--- src/rtl/dbg_rst_guard.sv ---
module dbg_rst_guard #(
  parameter int MW = 3
) (
  input  logic          clk,
  input  logic          por_n,
  input  logic          strap_test,
  input  logic          spec_wr,
  input  logic          spec_dbg_en,
  input  logic          mode_wr,
  input  logic          mode_dbg,
  input  logic [MW-1:0] op_mode,
  input  logic          ev_wd_ovf,
  input  logic          ev_win_miss,
  input  logic          ev_int_tmo,
  input  logic          ev_start_exp,
  input  logic          ev_uv_long,
  input  logic          ev_fs,
  input  logic          go_restart,
  output logic          rst_req,
  output logic          fs_req,
  output logic          restart_req,
  output logic          irq,
  output logic [2:0]    rst_src,
  output logic          dbg_active
);
  localparam logic [MW-1:0] M_START = MW'(0);
  localparam logic [MW-1:0] M_STBY  = MW'(3);
  localparam logic [MW-1:0] M_SLEEP = MW'(4);

  logic boot_q, used_q, exited_q;

  wire wd_any  = ev_wd_ovf | ev_win_miss | ev_int_tmo | ev_start_exp;
  wire low_pwr = (op_mode == M_STBY) || (op_mode == M_SLEEP);
  wire masked  = dbg_active & ~low_pwr;
  wire in_start = (op_mode == M_START);
  wire spec_ok = spec_wr & spec_dbg_en & ~used_q & ~exited_q & in_start;
  wire drop    = mode_wr & ~mode_dbg;

  logic [2:0] src_nxt;
  always_comb begin
    src_nxt = rst_src;
    if      (ev_uv_long)   src_nxt = 3'd5;
    else if (ev_start_exp) src_nxt = 3'd4;
    else if (ev_int_tmo)   src_nxt = 3'd3;
    else if (ev_win_miss)  src_nxt = 3'd2;
    else if (ev_wd_ovf)    src_nxt = 3'd1;
  end

  always_ff @(posedge clk or negedge por_n) begin
    if (!por_n) begin
      rst_req     <= 1'b0;
      fs_req      <= 1'b0;
      restart_req <= 1'b0;
      irq         <= 1'b0;
      rst_src     <= 3'd0;
    end else begin
      rst_req     <= wd_any & ~masked;
      irq         <= wd_any & masked;
      fs_req      <= ev_uv_long | (ev_fs & ~dbg_active);
      restart_req <= go_restart & in_start;
      rst_src     <= src_nxt;
    end
  end

  always_ff @(posedge clk or negedge por_n) begin
    if (!por_n) begin
      boot_q     <= 1'b1;
      dbg_active <= 1'b0;
      used_q     <= 1'b0;
      exited_q   <= 1'b0;
    end else if (boot_q) begin
      boot_q     <= 1'b0;
      dbg_active <= strap_test;
    end else begin
      if (spec_wr) used_q <= 1'b1;
      if (drop) begin
        if (dbg_active) exited_q <= 1'b1;
        dbg_active <= 1'b0;
      end else if (spec_ok) begin
        dbg_active <= 1'b1;
      end
    end
  end
endmodule


--- config.mk ---
export PLATFORM = sky130hd
export DESIGN_NAME = dbg_rst_guard
export DESIGN_NICKNAME = d
export VERILOG_FILES = /design/src/rtl/dbg_rst_guard.sv
export SDC_FILE = /design/constraint.sdc
export NUM_CORES = 1
export LEC_CHECK = 0
export BUFFER_PORTS_ARGS = -buffer_cell sky130_fd_sc_hd__buf_2
export CAP_MARGIN = 0
export CORE_MARGIN = 10
export CORE_UTILIZATION = 25
export DETAILED_ROUTE_END_ITERATION = 10
export MAX_ROUTING_LAYER = met4
export PLACE_DENSITY = 0.53
export SLEW_MARGIN = 20
export SYNTH_ARGS = -nofsm -noshare
export SYNTH_HDL_FRONTEND = slang
export SYNTH_SLANG_ARGS = --single-unit
export TNS_END_PERCENT = 30
--- constraint.sdc ---
create_clock -name clk -period 2.1 [get_ports clk]
set_clock_uncertainty 0.15 [all_clocks]
set_input_delay 0.21 -clock clk [delete_from_list [all_inputs] [get_ports clk]]
set_output_delay 0.21 -clock clk [all_outputs]
set_load 0.01 [all_outputs]
; Word level (Yosys, flattened, before mapping)
; Cells that the tools add are included.
; Widths: inputs -> output; s select.
[totals]
romBits = 0
memories = 0
reg_bits = 11
ram_bits = 0
latchBits = 0
input_bits = 17
elab_cells = 46
[classes]
div_mod_pow = 0
bitwise = 21
shift = 0
order_cmp = 0
mux = 8
n_eq_ne = 2
n_addsub = 0
n_mul = 0
reduce_logical = 6
[ops]
columns = operator, count
row1 = $mux 3, 5
row2 = $and 1x1->1, 10
row3 = $not 1->1, 7
row4 = $reduce_bool 5->1, 1
row5 = $or 1x1->1, 4
row6 = $eq 3x2->1 const B, 1
row7 = $eq 3x3->1 const B, 1
row8 = $logic_not 3->1, 1
row9 = $mux 1, 3
row10 = $reduce_and 3->1, 1
row11 = $reduce_bool 3->1, 1
row12 = $reduce_and 2->1, 1
row13 = $logic_or 1x1->1, 1

; Longest topological paths before layout
; Gate-level depths: netlist of run 1.
[logic_depth]
depth_word = 7
mapped_depth = 3

; Worst setup path before layout of run 1
; Ideal clock, no wire load.
[synth_timing]
path_kind = register -> register
start = register boot_q
end = register exited_q
period_less_slack_ns = 1.035
slack_ns = 1.065
t_arrival_ns = 0.765
required_time_ns = 1.830
stages_incl_launch_ff = 3
setup_time_ns = 0.120
path_cell_list = dfstp_2 -> inv_1 -> a31o_2
[synth_between]
elab_chain_len = 2
[synth_lines]
columns = item, line_no
row1 = from (decl), 30  ; logic boot_q, used_q, exited_q;
row2 = from (signal assigned), 67  ; boot_q <= 1'b1;
row3 = from (signal assigned), 72  ; boot_q <= 1'b0;
row4 = $not 1->1 (no line), --
row5 = $reduce_and 3->1 (no line), --
row6 = to (signal assigned), 70  ; exited_q <= 1'b0;
row7 = to (signal assigned), 77  ; if (dbg_active) exited_q <= 1'b1;
row8 = to (decl), 30
; No other way between the ends.
; A chain may end at the register's enable or synchronous reset.

; Worst setup path after layout of run 1
[layout_timing]
start = register dbg_active
end = output port dbg_active
[layout_rtl]
columns = item, line_no
row1 = from (decl), 24  ; output logic dbg_active
row2 = from (signal assigned), 73  ; dbg_active <= strap_test;
; No word-level cell between the ends.

==> results of run 1 <==
==> layer usage <==
layer,share of wire,vias to the layer above,global-route usage
li1,-,198,-
met1,0.42,175,0.0719
met2,0.47,16,0.110
met3,0.092,2,0.0412
met4,0.0098,0,0.0251
met5,0,-,-
==> report_power, final <==
group	switching [mW]	internal, mW	total [mW]
logic	0.0328	0.0370	0.0698
clock network	0.0681	0.0735	0.142
registers	0.00755	0.227	0.234
total	0.108	0.337	0.446
==> sequential cells by signal, summed over array words and instances, names as in the netlist <==
| register | flops |
|---|---|
| fs_req | 1 |
| dbg_active | 1 |
| restart_req | 1 |
| rst_src | 3 |
| exited_q | 1 |
| used_q | 1 |
| boot_q | 1 |
| irq | 1 |
| rst_req | 1 |
==> worst max-delay path by stage <==
stage,startpoint,endpoint,slack (ps),depth (start not counted)
5_1_grt,dbg_active,dbg_active,800,1
4_1_cts,dbg_active,dbg_active,850,1
3_5_place_dp,ev_win_miss,irq,920,3
2_1_floorplan,boot_q,exited_q,1060,2
6_report,dbg_active,dbg_active,870,1
3_3_place_gp,ev_win_miss,irq,930,3
==> layout make-up <==
cell class	instances	area share
sequential	11	0.409
multi-input combinational	23	0.238
clock buffer	4	0.0388
timing repair buffer	29	0.251
inverter	3	0.0166
tap	25	0.0462
==> through the flow <==
| stage | worst slack, ps | hold WS (ps) | utilization |
|---|---|---|---|
| 6_report | 870 | 10.8 | 0.396 |
| 5_1_grt | 803 | 3.58 | 0.396 |
| 4_1_cts | 846 | 0.105 | 0.396 |
| 3_5_place_dp | 919 | -56.5 | 0.352 |
| 3_3_place_gp | 934 | -58.9 | 0.352 |
| 2_1_floorplan | 1060 | -236 | - |
==> cell families (layout without fill, tap and decap cells) <==
logic type      after synthesis  after routing
compound gates               10             10
buf+inv                       3             36
flops                        11             11
other cells                   1              1
simple gates                 12             12
==> cell usage in the layout (no fill, tap or decap) <==
master	count
a211o_2	1
a211oi_1	1
a21o_1	2
a31o_2	1
a31oi_1	1
a41oi_1	1
and2_1	1
and4b_1	1
buf_2	24
clkbuf_1	1
clkbuf_4	3
conb_1	1
dfrtp_1	10
dfstp_2	1
dlygate4sd3_1	5
inv_1	3
nand2_1	2
nand3b_1	1
nor2_1	3
nor2b_1	1
nor3_1	1
nor3_2	1
nor4_2	1
o21ba_2	1
o21bai_1	1
o31ai_1	1
==> impl_metrics.env, run 1 <==
export IMPL_ir_drop_mv=0.442
export IMPL_drt_wl_total_um=1230
export IMPL_via_per_inst=4.12
export IMPL_dieArea_um2=3890
export IMPL_n_antenna_cell=0
export IMPL_start_util=0.263
export IMPL_fp_dieH_um=62.4
export IMPL_worstSkewPairLatency_ps=260
export IMPL_seq_area_um2=277
export IMPL_cpMaxStageDelayCell="dfrtp_1"
export IMPL_r2r_cells=2
export IMPL_cp_arrival_ps=870
export IMPL_grt_pass1_vias=442
export IMPL_startpoint_type="flop"
export IMPL_design_area_um2=677
export IMPL_cts_root_buf="clkbuf_4"
export IMPL_timing_hold_violations_final=0
export IMPL_drive_gt1_frac=0.471
export IMPL_yosysWarnings=0
export IMPL_grt_usage=0.0704
export IMPL_drv_cap=0
export IMPL_h_tree_depth=1
export IMPL_cts_sinks=11
export IMPL_yosys_register_bits=11
export IMPL_crit_type="reg2out"
export IMPL_layout_nets=88
export IMPL_ys_flop_type="dfrtp_1"
export IMPL_grt_pass1_wl_um=2140
export IMPL_area_delta_synth_final_pct=50.7
export IMPL_place_hpwl_um=965
export IMPL_crit_fanout=6
export IMPL_synth_compound_area_frac=0.181
export IMPL_overflow=0
export IMPL_slowest_delay_ps=440
export IMPL_synth_cell_type_count=22
export IMPL_slew_violations=0
export IMPL_endpoint_kind="primary output"
export IMPL_ant_nets=0
export IMPL_yosysMostFrequentCell="dfrtp_1"
export IMPL_drt_iter0_markers=7
export IMPL_synthTopCellsByCount="10 x dfrtp_1, 3 x inv_1, 3 x nor2_1"
export IMPL_rows=15
export IMPL_synth_edf_count=0
export IMPL_cp_required_ps=1740
export IMPL_synth_top_family_by_area="compound AO/OA/AOI/OAI gates"
export IMPL_synthMuxAreaShare=0
export IMPL_hold_start="spec_wr"
export IMPL_critPathBufInv=1
export IMPL_syn_num_nets=54
export IMPL_rsz0062_at_grt="no"
export IMPL_synth_adder_area_share=0
export IMPL_nFillCells=177
export IMPL_ctsHoldBuffers=5
export IMPL_fin_cells=95
export IMPL_gp_congestion=0.722
export IMPL_syn_area_per_cell_um2=12.1
export IMPL_setup_viol=0
export IMPL_place_area_um2=601
export IMPL_synth_top_area_frac=0.557
export IMPL_cts_clk_slew_worst_paths_ps=60
export IMPL_clk_path_buf_depth=2
export IMPL_grt_max_degree=12
export IMPL_holdPathStages=2
export IMPL_multi_input_area_um2=161
export IMPL_post_route_period_util=0.586
export IMPL_status="finished, final reports clean"
export IMPL_power_density_nw_per_um2=659
export IMPL_final_setup_tns_ps=0
export IMPL_port_buffers=24
export IMPL_cp_cell_sequence="buf_2"
export IMPL_hold_path_end="used_q"
export IMPL_cts_tree="built"
export IMPL_timing_fmax_ghz=0.813
export IMPL_ios=25
export IMPL_period_needed_ps=1230
export IMPL_post_cts_buffers=0
export IMPL_cts_buffers=3
export IMPL_fp_dieW_um=62.4
export IMPL_rrSetupSlack_ps=1030
export IMPL_vias=391
export IMPL_synthSimpleGateAreaFrac=0.170
export IMPL_dr_pass1_iters=3
export IMPL_synth_area_top_cells="dfrtp_1 56%, dfstp_2 5.8%, a21o_1 3.3%"
export IMPL_synth_top_area_cell="dfrtp_1"
export IMPL_synth_area_um2=449
export IMPL_seq_area_frac_synth=0.616
export IMPL_dp_cells=86
export IMPL_route_detailed_drc=0
export IMPL_worstReg2RegStart="boot_q"
export IMPL_core_area_um2=1710
export IMPL_async_flop_share=1.00
export IMPL_wl_per_cell_um=12.9
export IMPL_p_total_mw=0.446
export IMPL_crit_family="flip-flops"
export IMPL_hold_class="in2reg"
export IMPL_r2r_end="exited_q"
export IMPL_syn_inst=37
export IMPL_post_cts_resized=0
export IMPL_antenna_found_initial=0
export IMPL_synthXorXnorAreaFrac=0
export IMPL_p_leak_nw=0.321
Note: power is estimated with default switching activity, not from simulation.
==> run 2, diff against run 1 <==
ABC_AREA = 1   (was unset)
PLACE_DENSITY = 0.52   (was 0.53)
clock period = 1.23 ns   (was 2.1 ns; I/O delays follow)
==> run 2 against run 1 <==
  * Combinational power up 120%
  * Core utilization up 5.0 points
  * First-iteration DRC count up 140%
  * Synthesized cell count up 49%
  * Die area up 4.1%
  * Non-clock buffer count up 6
  * Sequential share of layout area down 5.7 points
  * Total power up 78%
  * Flip-flop and latch count unchanged
  * Area after synthesis up 6.1%
==> impl_metrics.env, run 2 <==
export IMPL_port_buffers=24
export IMPL_route_detailed_drc=0
export IMPL_yosysMostFrequentCell="nand2_1"
export IMPL_hold_class="in2reg"
export IMPL_top_usage_layer="met2"
export IMPL_top_register="rst_src"
export IMPL_worstReg2RegStart="boot_q"
export IMPL_yosysWarnings=0
export IMPL_ir_drop_mv=0.600
export IMPL_seq_area_um2=277
export IMPL_place_ws_ps=216
export IMPL_design_area_um2=787
export IMPL_syn_area_per_cell_um2=8.67
export IMPL_final_common_cell="buf_2"
export IMPL_fp_dieW_um=63.7
export IMPL_grt_pass1_wl_um=2220
export IMPL_yosys_register_bits=11
export IMPL_syn_inst=55
export IMPL_met1_usage=0.0716
export IMPL_startpoint_type="input port"
export IMPL_post_route_period_util=0.959
export IMPL_critPathCapture="rst_src[0]"
export IMPL_antenna_found_initial=0
export IMPL_period_needed_ps=1180
export IMPL_synth_area_top_cells="dfrtp_1 52%, nand2_1 9.4%, inv_1 7.1%"
export IMPL_dieArea_um2=4050
export IMPL_gp_congestion=0.712
export IMPL_startpoint="ev_int_tmo"
export IMPL_multi_input_area_um2=176
export IMPL_seq_area_frac_synth=0.580
export IMPL_slowest_delay_ps=530
export IMPL_drive_gt1_frac=0.319
export IMPL_cpMaxStageDelayCell="dlygate4sd3_1"
export IMPL_nFillCells=190
export IMPL_fin_cells=119
export IMPL_core_area_um2=1760
export IMPL_area_delta_synth_final_pct=65.1
export IMPL_drt_iter0_markers=17
export IMPL_drv_cap=0
export IMPL_holdWs_ps=21.4
export IMPL_slew_violations=0
export IMPL_cp_arrival_ps=1180
export IMPL_status="finished, final reports clean"
export IMPL_fp_dieH_um=63.7
export IMPL_dp_cells=104
export IMPL_drt_wl_total_um=1340
export IMPL_overflow=0
export IMPL_grt_pass1_vias=473
export IMPL_power_density_nw_per_um2=1010
export IMPL_cp_cell_sequence="dlygate4sd3_1 -> buf_2 -> nor2_4 -> nand2_2 -> o21ai_1 -> nand2_1"
export IMPL_crit_type="in2reg"
export IMPL_largest_reg_flops=3
export IMPL_start_util=0.270
export IMPL_gr_usage_met2=0.114
export IMPL_utilization=0.446
export IMPL_cts_root_buf="clkbuf_4"
export IMPL_grt_max_degree=12
export IMPL_endpoint_kind="flop"
export IMPL_clk_path_buf_depth=2
export IMPL_rrSetupSlack_ps=210
export IMPL_r2r_cells=2
export IMPL_worstSkewPairLatency_ps=260
export IMPL_critPathBufInv=2
export IMPL_via_per_inst=3.92
export IMPL_wl_per_cell_um=11.3
export IMPL_met3_usage=0.0424
export IMPL_final_setup_tns_ps=0
export IMPL_vias=467
export IMPL_grt_usage=0.0695
export IMPL_p_leak_nw=0.405
export IMPL_place_hpwl_um=1020
export IMPL_syn_num_nets=72
export IMPL_synthTopCellsByCount="12 x nand2_1, 10 x dfrtp_1, 9 x inv_1"
export IMPL_dr_pass1_iters=4
export IMPL_crit_fanout=3
export IMPL_place_area_um2=628
export IMPL_ios=25
export IMPL_cp_required_ps=1230
export IMPL_timing_hold_violations_final=0
export IMPL_n_antenna_cell=0
export IMPL_p_total_mw=0.792
export IMPL_cts_tree="built"
export IMPL_synth_edf_count=0
export IMPL_holdPathStages=4
export IMPL_synth_top_area_cell="dfrtp_1"
export IMPL_layout_nets=112
export IMPL_cts_clk_slew_worst_paths_ps=70
export IMPL_setup_viol=0
export IMPL_final_cell_mix="22 x buf_2, 12 x nand2_1, 12 x dlygate4sd3_1"
export IMPL_fin_ws_ps=50.3
export IMPL_rows=15
export IMPL_crit_family="buffers and inverters"
export IMPL_synth_area_um2=477
export IMPL_ant_nets=0
export IMPL_crit_cells=6
export IMPL_cts_sinks=11
export IMPL_async_flop_share=1.00
export IMPL_ys_flop_type="dfrtp_1"
export IMPL_synth_cell_type_count=15
export IMPL_synth_top_area_frac=0.525
export IMPL_cts_buffers=3
export IMPL_timing_fmax_ghz=0.848
export IMPL_r2r_end="dbg_active"
export IMPL_h_tree_depth=1
==> run 2: changes by cell type after synthesis, sizes merged, moves of 2 or more <==
cell   previous run  this run
o21ai             0         3
nand2             2        13
a21oi             0         2
nor2              3         9
nand3             0         4
inv               3         9
nor3              2         0
==> run 2: routing by layer <==
layer	part of all wire	up-vias
li1	-	244
met1	0.43	206
met2	0.48	17
met3	0.089	0
met4	0	0
met5	0	-
==> run 2: tightest hold or removal path: cells and delay by family <==
family,cells,cell delay (ps)
AO/OA/AOI/OAI,1,80
AND/OR/NAND/NOR,1,100
buffers and inverters,2,100
==> run 2: power breakdown <==
part	leakage, nW	internal, mW	switching, mW
clock	0.0150	0.125	0.118
sequential	0.122	0.387	0.0112
combinational	0.268	0.0779	0.0732
total	0.405	0.590	0.202
==> run 2: logic make-up (layout without fill, tap and decap cells) <==
family,Yosys count,in the layout,share of synthesized area
AOI/OAI and AO/OA,7,7,0.0840
buffers and inverters,9,48,0.0709
DFF,11,11,0.580
muxes,1,1,0.0210
other,1,1,0.00787
and+or+nand+nor,26,26,0.236
==> run 2: how the worst min path moves through the flow <==
stage                  start     endpoint
finish              mode_dbg     exited_q
global route        mode_dbg     exited_q
CTS                 mode_dbg     exited_q
detailed placement     por_n  restart_req
global placement       por_n  restart_req
floorplan              por_n   dbg_active
==> run 2: area by class of cell <==
class | count | area share
Clock buffer | 4 | 0.0334
Inverter | 9 | 0.0429
Multi-Input combinational cell | 35 | 0.224
Sequential cell | 11 | 0.351
Tap cell | 25 | 0.0397
Timing Repair Buffer | 35 | 0.308
==> run 2: timing repair <==
item                                    4_1_cts  5_1_grt
endpoints found under the hold margin        18        0
buffers inserted                              0        0
endpoints found under the setup margin        0        2
hold buffers                                 13        0
gates resized for setup                       0        3
==> run 3, diff against run 2 <==
PLACE_DENSITY = unset   (was 0.52)
==> run 3 against run 2 <==
  * Count of clock-buffer cells in the layout did not move
  * Hold slack got worse by 18 ps
  * Total power rose by 2.1%
  * Final area rose by 2.1%
  * Highest routed layer is now met4
==> impl_metrics.env, run 3 (synthesis results as in run 2) <==
export IMPL_pwr_share_comb=0.198
export IMPL_cts_tree="built"
export IMPL_slew_violations=0
export IMPL_p_clk_frac=0.312
export IMPL_power_density_nw_per_um2=1010
export IMPL_grt_usage=0.0720
export IMPL_period_needed_ps=1210
export IMPL_ir_drop_mv=0.496
export IMPL_p_leak_nw=0.406
export IMPL_place_hpwl_um=996
export IMPL_area_delta_synth_final_pct=68.5
export IMPL_n_antenna_cell=0
export IMPL_antenna_found_initial=0
export IMPL_overflow=0
export IMPL_worstSkewPairLatency_ps=260
export IMPL_cp_arrival_ps=1210
export IMPL_final_common_cell="buf_2"
export IMPL_holdWs_ps=3.83
export IMPL_cts_root_buf="clkbuf_4"
export IMPL_grt_pass1_vias=494
export IMPL_wl_per_cell_um=12.1
export IMPL_cp_required_ps=1240
export IMPL_port_buffers=24
export IMPL_nFillCells=187
export IMPL_drt_iter0_markers=23
export IMPL_grt_max_degree=12
export IMPL_switching_share=0.268
export IMPL_cts_sinks=11
export IMPL_place_area_um2=628
export IMPL_cts_clk_slew_worst_paths_ps=80
export IMPL_p_seq_frac=0.491
export IMPL_crit_type="in2reg"
export IMPL_drt_wl_total_um=1460
export IMPL_hold_class="in2reg"
export IMPL_h_tree_depth=1
export IMPL_ant_nets=0
export IMPL_p_switching_mw=0.216
export IMPL_startpoint_type="input port"
export IMPL_crit_fanout=3
export IMPL_design_area_um2=803
export IMPL_clk_path_buf_depth=2
export IMPL_endpoint_kind="flop"
export IMPL_timing_hold_violations_final=0
export IMPL_cts_buffers=3
export IMPL_largest_reg_flops=3
export IMPL_final_cell_mix="24 x buf_2, 13 x dlygate4sd3_1, 12 x nand2_1"
export IMPL_status="finished, final reports clean"
export IMPL_timing_fmax_ghz=0.829
export IMPL_start_util=0.270
export IMPL_fin_ws_ps=24.0
export IMPL_dieArea_um2=4050
export IMPL_gp_congestion=0.754
export IMPL_grt_pass1_wl_um=2210
export IMPL_top_register="rst_src"
export IMPL_route_detailed_drc=0
export IMPL_utilization=0.455
export IMPL_layout_nets=114
export IMPL_dr_pass1_iters=4
export IMPL_ios=25
export IMPL_via_per_inst=4.04
export IMPL_rows=15
export IMPL_post_route_period_util=0.980
export IMPL_drv_cap=0
export IMPL_fp_dieH_um=63.7
export IMPL_fp_dieW_um=63.7
export IMPL_core_area_um2=1760
export IMPL_vias=489
export IMPL_place_ws_ps=198
export IMPL_drive_gt1_frac=0.344
export IMPL_setup_viol=0
export IMPL_p_int_mw=0.592
## run 3: worst paths after layout
| check | startpoint | endpoint | slack (ps) | cells past startpoint |
|---|---|---|---|---|
| worst max-delay path | ev_int_tmo | rst_src[0] | 20 | 6 |
| worst min-delay path | mode_dbg | exited_q | 4 | 4 |
| worst max register to register | boot_q | dbg_active | 190 | 2 |
| worst min register to register | used_q | used_q | 310 | 1 |
| max in group asynchronous | por_n | boot_q | 560 | 2 |
| min in group asynchronous | por_n | restart_req | 110 | 2 |
## run 3: cell type report
| class | instances | area, um^2 | share of cell area |
|---|---|---|---|
| flip-flops and latches | 11 | 277 | 0.344 |
| repair buffers | 37 | 250 | 0.312 |
| multi-input cells | 35 | 185 | 0.231 |
| inverters | 9 | 33.8 | 0.0421 |
| well taps | 25 | 31.3 | 0.0389 |
| clock buffers | 4 | 26.3 | 0.0327 |
## run 3: repair_timing
| item | CTS | global route |
|---|---|---|
| setup buffers | 0 | 0 |
| endpoints found under the setup margin | 0 | 2 |
| resized for setup | 0 | 4 |
| hold buffers | 13 | 0 |
| endpoints found under the hold margin | 17 | 0 |
## run 3: critical path: stages
cell	delay, ps
dlygate4sd3_1	560
buf_2	160
nor2_4	120
nand2_2	90
o21ai_2	110
nand2_1	60
## run 3: per-stage QoR
| step | total power, mW | instances | TNS (ps) |
|---|---|---|---|
| final | 0.809 | 121 | 0 |
| after global routing | 0.856 | 121 | -8.40 |
| after CTS | 0.802 | 121 | 0 |
| after detailed placement | 0.524 | 104 | 0 |
| after global placement | 0.521 | 104 | 0 |
| after floorplan | 0.456 | 55 | 0 |
## run 3: power by group through the flow
stage	clock (mW)	combinational (mW)	sequential, mW
final	0.252	0.160	0.397
after CTS	0.253	0.153	0.397
after detailed placement	0	0.120	0.404
after floorplan	0	0.0415	0.415
after global routing	0.275	0.179	0.401
after global placement	0	0.118	0.403
## run 3: layer usage
metal	part of all wire	vias to the layer above	GRT usage
li1	-	251	-
met2	0.55	15	0.126
met1	0.38	221	0.0675
met5	0	-	-
met3	0.059	2	0.0300
met4	0.0041	0	0.0328
